File: config.mk
export PLATFORM = sky130hd
export DESIGN_NAME = gpio_irq_port
export DESIGN_NICKNAME = d
export VERILOG_FILES = /design/src/rtl/gpio_irq_pkg.sv /design/src/rtl/gpio_irq_sync.sv /design/src/rtl/gpio_irq_detect.sv /design/src/rtl/gpio_irq_regs.sv /design/src/rtl/gpio_irq_port.sv
export SDC_FILE = /design/constraint.sdc
export NUM_CORES = 1
export LEC_CHECK = 0
export BUFFER_PORTS_ARGS = -buffer_cell sky130_fd_sc_hd__buf_2
export CAP_MARGIN = 0
export CORE_MARGIN = 1
export CORE_UTILIZATION = 30
export CTS_CLUSTER_DIAMETER = 150
export CTS_CLUSTER_SIZE = 30
export DETAILED_ROUTE_END_ITERATION = 8
export PLACE_DENSITY = 0.44
export SYNTH_ARGS = -nofsm -noshare
export SYNTH_HDL_FRONTEND = slang
export SYNTH_SLANG_ARGS = --single-unit
export TNS_END_PERCENT = 30
File: constraint.sdc
create_clock -name clk -period 1.9 [get_ports clk]
set_clock_uncertainty 0.05 [all_clocks]
set_input_delay 0.095 -clock clk [delete_from_list [all_inputs] [get_ports clk]]
set_output_delay 0.095 -clock clk [all_outputs]
set_load 0.01 [all_outputs]
File: src/rtl/gpio_irq_pkg.sv
package gpio_irq_pkg;

    typedef enum logic [1:0] {
        TRIG_RISE = 2'b00,
        TRIG_FALL = 2'b01,
        TRIG_HIGH = 2'b10,
        TRIG_LOW  = 2'b11
    } trig_e;

    typedef enum logic {
        LINE_QUIET  = 1'b0,
        LINE_RAISED = 1'b1
    } line_e;

    localparam logic [4:0] OFS_MODE_LO = 5'h00;
    localparam logic [4:0] OFS_MODE_HI = 5'h04;
    localparam logic [4:0] OFS_MASK    = 5'h08;
    localparam logic [4:0] OFS_STATUS  = 5'h0C;
    localparam logic [4:0] OFS_USE     = 5'h10;
    localparam logic [4:0] OFS_DIR     = 5'h14;

endpackage

File: src/rtl/gpio_irq_sync.sv
module gpio_irq_sync #(
    parameter int WIDTH = 32
) (
    input  logic             clk,
    input  logic             rst_n,
    input  logic [WIDTH-1:0] async_in,
    output logic [WIDTH-1:0] sync_out
);
    logic [WIDTH-1:0] stage1_q;
    logic [WIDTH-1:0] stage2_q;

    always_ff @(posedge clk or negedge rst_n) begin
        if (!rst_n) begin
            stage1_q <= '0;
            stage2_q <= '0;
        end else begin
            stage1_q <= async_in;
            stage2_q <= stage1_q;
        end
    end

    assign sync_out = stage2_q;
endmodule

File: src/rtl/gpio_irq_detect.sv
module gpio_irq_detect
    import gpio_irq_pkg::*;
#(
    parameter int NPINS  = 32,
    parameter int DATA_W = 32
) (
    input  logic              clk,
    input  logic              rst_n,
    input  logic [NPINS-1:0]  cur,
    input  logic [DATA_W-1:0] mode_lo,
    input  logic [DATA_W-1:0] mode_hi,
    input  logic [NPINS-1:0]  use_en,
    input  logic [NPINS-1:0]  dir_out,
    output logic [NPINS-1:0]  evt
);
    localparam int FIELDS = DATA_W / 2;

    logic [NPINS-1:0] prev_q;

    always_ff @(posedge clk or negedge rst_n) begin
        if (!rst_n) prev_q <= '0;
        else        prev_q <= cur;
    end

    for (genvar p = 0; p < NPINS; p++) begin : g_pin
        localparam int REG_SEL = p / FIELDS;
        localparam int SLOT    = p % FIELDS;
        trig_e mode;
        logic  hit;

        if (REG_SEL == 0) begin : g_lo
            assign mode = trig_e'(mode_lo[2*SLOT +: 2]);
        end else begin : g_hi
            assign mode = trig_e'(mode_hi[2*SLOT +: 2]);
        end

        always_comb begin
            unique case (mode)
                TRIG_RISE: hit = cur[p] & ~prev_q[p];
                TRIG_FALL: hit = ~cur[p] & prev_q[p];
                TRIG_HIGH: hit = cur[p];
                TRIG_LOW:  hit = ~cur[p];
            endcase
        end

        assign evt[p] = hit & use_en[p] & ~dir_out[p];
    end
endmodule

File: src/rtl/gpio_irq_regs.sv
module gpio_irq_regs
    import gpio_irq_pkg::*;
#(
    parameter int NPINS  = 32,
    parameter int DATA_W = 32,
    parameter int ADDR_W = 5
) (
    input  logic              clk,
    input  logic              rst_n,
    input  logic              bus_wr,
    input  logic [ADDR_W-1:0] bus_addr,
    input  logic [DATA_W-1:0] bus_wdata,
    output logic [DATA_W-1:0] bus_rdata,
    input  logic [NPINS-1:0]  evt,
    output logic [DATA_W-1:0] mode_lo,
    output logic [DATA_W-1:0] mode_hi,
    output logic [NPINS-1:0]  mask,
    output logic [NPINS-1:0]  status,
    output logic [NPINS-1:0]  use_en,
    output logic [NPINS-1:0]  dir_out
);
    logic [NPINS-1:0] clr_vec;
    logic [NPINS-1:0] status_nxt;

    always_comb begin
        clr_vec    = (bus_wr && bus_addr == OFS_STATUS) ? bus_wdata[NPINS-1:0] : '0;
        status_nxt = (status & ~clr_vec) | evt;
    end

    always_ff @(posedge clk or negedge rst_n) begin
        if (!rst_n) begin
            mode_lo <= '0;
            mode_hi <= '0;
            mask    <= '0;
            use_en  <= '0;
            dir_out <= '0;
            status  <= '0;
        end else begin
            status <= status_nxt;
            if (bus_wr) begin
                case (bus_addr)
                    OFS_MODE_LO: mode_lo <= bus_wdata;
                    OFS_MODE_HI: mode_hi <= bus_wdata;
                    OFS_MASK:    mask    <= bus_wdata[NPINS-1:0];
                    OFS_USE:     use_en  <= bus_wdata[NPINS-1:0];
                    OFS_DIR:     dir_out <= bus_wdata[NPINS-1:0];
                    default: ;
                endcase
            end
        end
    end

    always_comb begin
        bus_rdata = '0;
        case (bus_addr)
            OFS_MODE_LO: bus_rdata = mode_lo;
            OFS_MODE_HI: bus_rdata = mode_hi;
            OFS_MASK:    bus_rdata[NPINS-1:0] = mask;
            OFS_STATUS:  bus_rdata[NPINS-1:0] = status;
            OFS_USE:     bus_rdata[NPINS-1:0] = use_en;
            OFS_DIR:     bus_rdata[NPINS-1:0] = dir_out;
            default:     bus_rdata = '0;
        endcase
    end

    // bits written as 1 with no event that cycle are clear afterwards
    p_w1c_clears_r6: assert property (@(posedge clk) disable iff (!rst_n)
        (bus_wr && bus_addr == OFS_STATUS)
        |=> ((status & $past(bus_wdata[NPINS-1:0] & ~evt)) == '0));

    // a detected event always leaves its bit set, even against a clear
    p_event_wins_r7: assert property (@(posedge clk) disable iff (!rst_n)
        1'b1 |=> ((status & $past(evt)) == $past(evt)));

    // a set bit only drops when written with a one
    p_sticky_r6: assert property (@(posedge clk) disable iff (!rst_n)
        1'b1 |=> (($past(status) & ~$past(clr_vec) & ~status) == '0));
endmodule

File: src/rtl/gpio_irq_port.sv
module gpio_irq_port
    import gpio_irq_pkg::*;
#(
    parameter int NPINS  = 32,
    parameter int DATA_W = 32,
    parameter int ADDR_W = 5
) (
    input  logic              clk,
    input  logic              rst_n,
    input  logic              bus_wr,
    input  logic [ADDR_W-1:0] bus_addr,
    input  logic [DATA_W-1:0] bus_wdata,
    output logic [DATA_W-1:0] bus_rdata,
    input  logic [NPINS-1:0]  pin_in,
    output logic              port_irq
);
    logic [NPINS-1:0]  pin_sync;
    logic [NPINS-1:0]  evt;
    logic [DATA_W-1:0] mode_lo;
    logic [DATA_W-1:0] mode_hi;
    logic [NPINS-1:0]  mask;
    logic [NPINS-1:0]  status;
    logic [NPINS-1:0]  use_en;
    logic [NPINS-1:0]  dir_out;
    logic              any_live;
    line_e             state_q;
    line_e             state_d;

    gpio_irq_sync #(.WIDTH(NPINS)) u_sync (
        .clk      (clk),
        .rst_n    (rst_n),
        .async_in (pin_in),
        .sync_out (pin_sync)
    );

    gpio_irq_detect #(.NPINS(NPINS), .DATA_W(DATA_W)) u_detect (
        .clk     (clk),
        .rst_n   (rst_n),
        .cur     (pin_sync),
        .mode_lo (mode_lo),
        .mode_hi (mode_hi),
        .use_en  (use_en),
        .dir_out (dir_out),
        .evt     (evt)
    );

    gpio_irq_regs #(.NPINS(NPINS), .DATA_W(DATA_W), .ADDR_W(ADDR_W)) u_regs (
        .clk       (clk),
        .rst_n     (rst_n),
        .bus_wr    (bus_wr),
        .bus_addr  (bus_addr),
        .bus_wdata (bus_wdata),
        .bus_rdata (bus_rdata),
        .evt       (evt),
        .mode_lo   (mode_lo),
        .mode_hi   (mode_hi),
        .mask      (mask),
        .status    (status),
        .use_en    (use_en),
        .dir_out   (dir_out)
    );

    assign any_live = |(status & mask);

    always_comb begin
        unique case (state_q)
            LINE_QUIET:  state_d = any_live ? LINE_RAISED : LINE_QUIET;
            LINE_RAISED: state_d = any_live ? LINE_RAISED : LINE_QUIET;
        endcase
    end

    always_ff @(posedge clk or negedge rst_n) begin
        if (!rst_n) state_q <= LINE_QUIET;
        else        state_q <= state_d;
    end

    always_comb begin
        port_irq = (state_q == LINE_RAISED);
    end

    // the line follows the masked pending set one clock later
    p_line_tracks_r8: assert property (@(posedge clk) disable iff (!rst_n)
        1'b1 |=> (port_irq == $past(|(status & mask))));

    // a disabled or output pin never raises its status bit
    p_ineligible_quiet_r9: assert property (@(posedge clk) disable iff (!rst_n)
        1'b1 |=> ((status & ~$past(status) & ($past(~use_en) | $past(dir_out))) == '0));
endmodule

Yosys cells after proc, flatten, opt, wreduce, memory -nomap -nowiden
Index checks and enable logic that the tools add are counted.
{ "op_classes": {"muxes": 35, "reduce_logical": 40, "eq_ne": 101, "bitwise_logic": 228} }
{ "ops": {"columns": ["op", "count"], "rows": [
  ["$pmux W32 S6", 1],
  ["$and A1 B1 Y1", 128],
  ["$eq A2 B2 Y1 const B", 64],
  ["$pmux W1 S4", 32],
  ["$not A1 Y1", 96],
  ["$and A32 B32 Y32", 2],
  ["$eq A2 B1 Y1 const B", 32],
  ["$logic_not A2 Y1", 32],
  ["$mux W32", 1],
  ["$not A32 Y32", 1],
  ["$or A32 B32 Y32", 1],
  ["$reduce_or A32 Y1", 1],
  ["$eq A5 B4 Y1 const B", 2],
  ["$eq A5 B5 Y1 const B", 2],
  ["$reduce_and A2 Y1", 5],
  ["$eq A5 B3 Y1 const B", 1],
  ["$logic_not A5 Y1", 1],
  ["$logic_and A1 B1 Y1", 1],
  ["$mux W1", 1]
]} }
{ "word_totals": {"ff_bits": 289, "output_inout_bits": 33} }

Longest topological paths before layout
{ "depth": {"depth_word": 6, "mapped_depth": 6, "depth_no_buf": 3} }

Cells and area by module
A second synthesis with hierarchy kept.
{ "hier_totals": {"hier_cells": 878, "area_unflattened_um2": 12306.8} }
{ "modules_own_cells": {"columns": ["mod", "area_per_inst_um2", "cells_per_inst", "n_inst"], "rows": [
  ["gpio_irq_regs", 8678.3, 599, 1],
  ["gpio_irq_detect", 1844.3, 193, 1],
  ["gpio_irq_sync", 1601.5, 64, 1],
  ["gpio_irq_port", 182.7, 22, 1]
]} }

Least setup slack after synthesis
No wires, ideal clock.
{ "synth_path": {"kind": "input port to flip-flop", "start": "input bus_addr[3]", "end": "register u_regs.use_en[10]", "path_buffers": 3, "setup_ps": 125, "required_ps": 1725, "path_stages": 6, "path_slack_ps": 13, "arrival_time_ps": 1712, "cell_sequence": "buf_6 > or4b_4 > or3b_1 > buf_2 > buf_6 > mux2_4"} }
{ "synth_between": {"elab_chain_len": 2} }
{ "synth_rtl": {"columns": ["element", "line", "text"], "rows": [
  ["start: declaration", "gpio_irq_port.sv:11", "input logic [ADDR_W-1:0] bus_addr,"],
  ["$eq A5 B5 Y1", "gpio_irq_regs.sv:41", "case (bus_addr)"],
  ["$reduce_and A2 Y1 (no line)", null, null],
  ["end signal: assignment", "gpio_irq_regs.sv:45", "OFS_USE: use_en <= bus_wdata[NPINS-1:0];"],
  ["end: declaration", "gpio_irq_regs.sv:19", "output logic [NPINS-1:0] use_en,"]
]} }
Every way passes these cells.
A chain may end at the register's enable or synchronous reset.

Final worst setup path
{ "layout_path": {"start": "register u_regs.mode_hi[22]", "end": "output bus_rdata[22]"} }
{ "layout_between": {"elab_chain_len": 1} }
{ "layout_rtl": {"columns": ["element", "line", "text"], "rows": [
  ["start: declaration", "gpio_irq_regs.sv:16", "output logic [DATA_W-1:0] mode_hi,"],
  ["start signal: assignment", "gpio_irq_regs.sv:43", "OFS_MODE_HI: mode_hi <= bus_wdata;"],
  ["$pmux W32 S6", "gpio_irq_regs.sv:55", "case (bus_addr)"],
  ["end: declaration", "gpio_irq_port.sv:13", "output logic [DATA_W-1:0] bus_rdata,"]
]} }
Every way passes these cells.

==> results by stage <==
Outcome:
- The flow ran to the end, but the final reports show violations.
- The checks that failed: negative setup slack.

Place:
- The number of I/O port buffers is 104.
- The placed instance area is 13900 um^2.
- The HPWL after detailed placement is 26000 um.
- The routability-driven placement congestion ratio is 0.764.
- Before CTS, the worst setup slack after placement is -0.154 ns.

STA:
- After layout, the worst setup slack is -0.243 ns.
- Setup total negative slack on the finished layout was measured at -4.51 ns.
- For the pin with the worst max-slew slack, the measured transition is 0.542 ns.
- In this run the tightest slew margin relative to its limit is 0.635.
- The final critical-path share of the clock period is 1.13.
- Setup violations remaining at the end of the flow were counted as 22.
- Setup repair after global routing could not meet its margin everywhere.
- Static timing analysis puts the maximum clock frequency at 467 MHz.
- For the finished layout, the period the worst path requires is 2.14 ns.
- The max-slew violation count came to 0.
- The number of hold-slack violations in the final timing report is 0.

Global route:
- The global-route wire length before repair is 57300 um.
- The met1 routing resource usage after global routing is 0.265.
- The routing usage on met2 is 0.306.
- The global-route usage over all layers is 0.186.
- The number of global-route vias before repair was 8546.
- Entering global routing, the biggest net connects 57 pins.
- The met3 usage is 0.0252.
- The number of antenna violations at the first check in global routing was 1.
- The global routing stage identified its most utilized layer as met2.
- The total congestion overflow after global routing is 0.

Route:
- The aggregate routed wire length is 38100 um.
- The first TritonRoute pass finished after 4 iterations.
- The number of DRC violations after detailed routing is 0.
- The wire length per cell is 23.8 um.
- The number of vias in the routed layout is 7973.
- After detailed routing, the number of vias per cell comes to 4.99.
- The first routing iteration left 327 violations.
- The count of nets left with antenna violations once routing finished came out at 0.

Cells and area:
- The final design instance area without fill is 15300 um^2.
- The post-synthesis to final-layout area growth is 24.6%.
- The share of post-route cells with drive strength above 1 is 0.402.
- The area taken by flip-flops and latches is 7240 um^2.
- The final-layout fill cell count is 3901.
- For this run, the share of the core covered by cells in the final layout is 0.382.
- The antenna diode count is 0.
- The final-stage net count is 1146.
- The area of combinational cells with multiple inputs is 4880 um^2.
- Leaving out fill and tap cells, the most frequent cell in the layout is sky130_fd_sc_hd__dfrtp_1.
- In the layout the commonest cells are sky130_fd_sc_hd__dfrtp_1, sky130_fd_sc_hd__mux2_2, sky130_fd_sc_hd__buf_2, sky130_fd_sc_hd__buf_4, sky130_fd_sc_hd__dlygate4sd3_1.

Synthesis:
- The cell count after synthesis came out at 838.
- Of the total synthesized cell area, the portion taken by full adders, half adders and majority gates is 0.
- The number of distinct library cell variants in the gate-level netlist after synthesis is 37.
- The number of warnings issued by yosys is 0.
- By area, the combinational part of the netlist is dominated by multiplexers.
- The multiplexer area fraction after synthesis is 0.213.
- The synthesized net count is 910.
- After synthesis, the cell types taking the most area are sky130_fd_sc_hd__dfrtp_1, sky130_fd_sc_hd__mux2_2, sky130_fd_sc_hd__xor2_1, sky130_fd_sc_hd__mux4_2, sky130_fd_sc_hd__mux2_4.
- Of the post-synthesis cell area, the dominant cell type holds 0.590.
- After synthesis, the mean cell area works out to 14.6 um^2.
- The area fraction in compound gates after synthesis is 0.0692.
- For this run, the register share of the synthesized area comes to 0.590.
- The post-synthesis instance area is 12300 um^2.
- The flip-flop and latch count after synthesis is 289.
- The synthesized design spends more area on one cell type than any other, namely sky130_fd_sc_hd__dfrtp_1.
- Of the total synthesized cell area, the portion taken by XOR and XNOR cells is 0.0414.
- The share of synthesized cell area in and, or, nand and nor gates is 0.0677.

Critical path:
- The critical path class is reg -> out.
- The arrival time of the worst setup path is 2.00 ns.
- The number of buffers and inverters on the critical path is 1.
- The worst setup path is captured at an output pin.
- The slowest stage cell on the critical path is sky130_fd_sc_hd__mux4_2.
- Along the worst path, the maximum fanout reaches 3.
- The worst endpoint required time is 1.75 ns.
- The top cell family by delay on the critical path is multiplexers.
- The critical path goes through mux4_2, and2_4, a221o_1, buf_2.
- The startpoint type of the worst setup path is a flop.
- For this run, the slowest stage of the critical path takes 0.47 ns.

Floorplan:
- In this run the core area contains 73 standard-cell rows.
- The floorplan step defined a die boundary enclosing 41700 um^2.
- The placeable core region is 40000 um^2.
- The floorplan step set the die width to 204 um.
- For this configuration, the core starts out at a cell density of 0.307.
- The boundary pin count is 105.
- The height of the chip is 204 um.

Power and ir drop:
- The overall power of the completed layout is 14100 uW.
- The leakage component of the power is 0.00692 uW.
- The power density over the cells is 921 nW/um^2.
- The peak supply drop is 0.488 mV.

Clock network:
- Clock latency on the worst-skew pair, taken at its later pin, is 0.50 ns.
- The library cell used as clock root buffer is sky130_fd_sc_hd__clkbuf_16.
- The clock passes through at most 3 buffers.
- The clock drives 289 sinks.
- CTS built an H-tree with a depth of 1.
- TritonCTS built the clock tree.
- Clock tree synthesis inserted a total of 13 buffers.
- Clock-pin slew was measured on the worst setup and hold paths at 0.12 ns.

Run:
- Across the run, the number of max-cap violations was 0.

Hold path:
- The min-delay analysis places its worst path in the category in -> async.
## final timing paths
path / slack [ns] / cells after the start / from / to
worst min register to register: 0.30 / 0 / u_sync.stage1_q[20] / u_sync.sync_out[20]
worst max register to register: 0.18 / 4 / u_regs.status[20] / port_irq
max in group asynchronous: 1.11 / 3 / rst_n / u_regs.mode_lo[29]
min in group clk: 0.15 / 4 / bus_addr[3] / u_regs.status[28]
worst max-delay path: -0.24 / 4 / u_regs.mode_hi[22] / bus_rdata[22]
worst min-delay path: 0.009 / 2 / rst_n / u_regs.mask[0]
## what timing repair did
item                       4_1_cts  5_1_grt
hold buffers                    65        0
hold endpoints to repair       512        0
buffers inserted                30       11
setup endpoints to repair       32       27
pin swaps                       15        6
resized for setup               13        8
## worst reg2reg max path: cells and delay by family, from the launching register on
| family | cells | cell delay, ns |
|---|---|---|
| buffers and inverters | 1 | 0.17 |
| DFF | 1 | 0.45 |
| AOI/OAI and AO/OA | 1 | 0.22 |
| and+or+nand+nor | 2 | 0.70 |
## final cells by class
class,instances,share of cell area
Timing Repair Buffer,267,0.140
Clock buffer,13,0.0213
Sequential cell,289,0.474
Tap cell,525,0.0430
Clock inverter,1,0.00106
Inverter,5,0.00123
Multi-Input combinational cell,498,0.319
## registers in the layout, summed over array words and instances, names as in the netlist
name / flops
u_regs.mode_lo: 32
port_irq: 1
u_regs.mask: 32
u_sync.stage1_q: 32
u_regs.use_en: 32
u_regs.mode_hi: 32
u_sync.sync_out: 32
u_regs.dir_out: 32
u_detect.prev_q: 32
u_regs.status: 32
## cells in the mapped netlist, drive strengths merged
cell type	instances
a221o	32
a22oi	16
a31o	3
a32o	1
a41oi	1
and2	20
and4	1
buf	24
clkbuf	22
dfrtp	289
inv	5
mux2	162
mux2i	20
mux4	21
nand2	2
nand2b	4
nand3	3
nand3b	29
nand4	33
nor2	34
nor2b	3
nor3	2
nor4	1
nor4b	1
o21ai	2
o22ai	13
o2bb2ai	29
o31a	2
or3b	1
or4	2
or4b	2
xor2	58
## metrics by stage
step / hold WS (ns) / cells
after floorplan: -0.251 / 838
after global placement: -0.0434 / 1478
after detailed placement: -0.0415 / 1478
after CTS: 0.00311 / 1587
after global routing: 0.0164 / 1598
final: 0.00866 / 1598
## kinds of logic (layout without fill, tap and decap cells)
logic type             after synthesis  after routing
flip-flops                         289            289
AND/OR/NAND/NOR                    138            138
AO/OA/AOI/OAI                       99             99
buffers and inverters               51            286
multiplexers                       203            203
XOR/XNOR                            58             58
## where the power goes
group	total, uW	switching, uW	internal [uW]	leakage [uW]
clock network	3280	2010	1270	0.000167
logic	2830	1140	1690	0.00328
registers	7960	868	7090	0.00347
total	14100	4020	10000	0.00692
## metal layers
metal  vias to the layer above  share of wire
met4                         2          0.012
met3                        32          0.037
met1                      4228           0.47
met5                         -        0.00024
li1                       3567              -
met2                       144           0.48
Power figures use the tool's default switching activity.
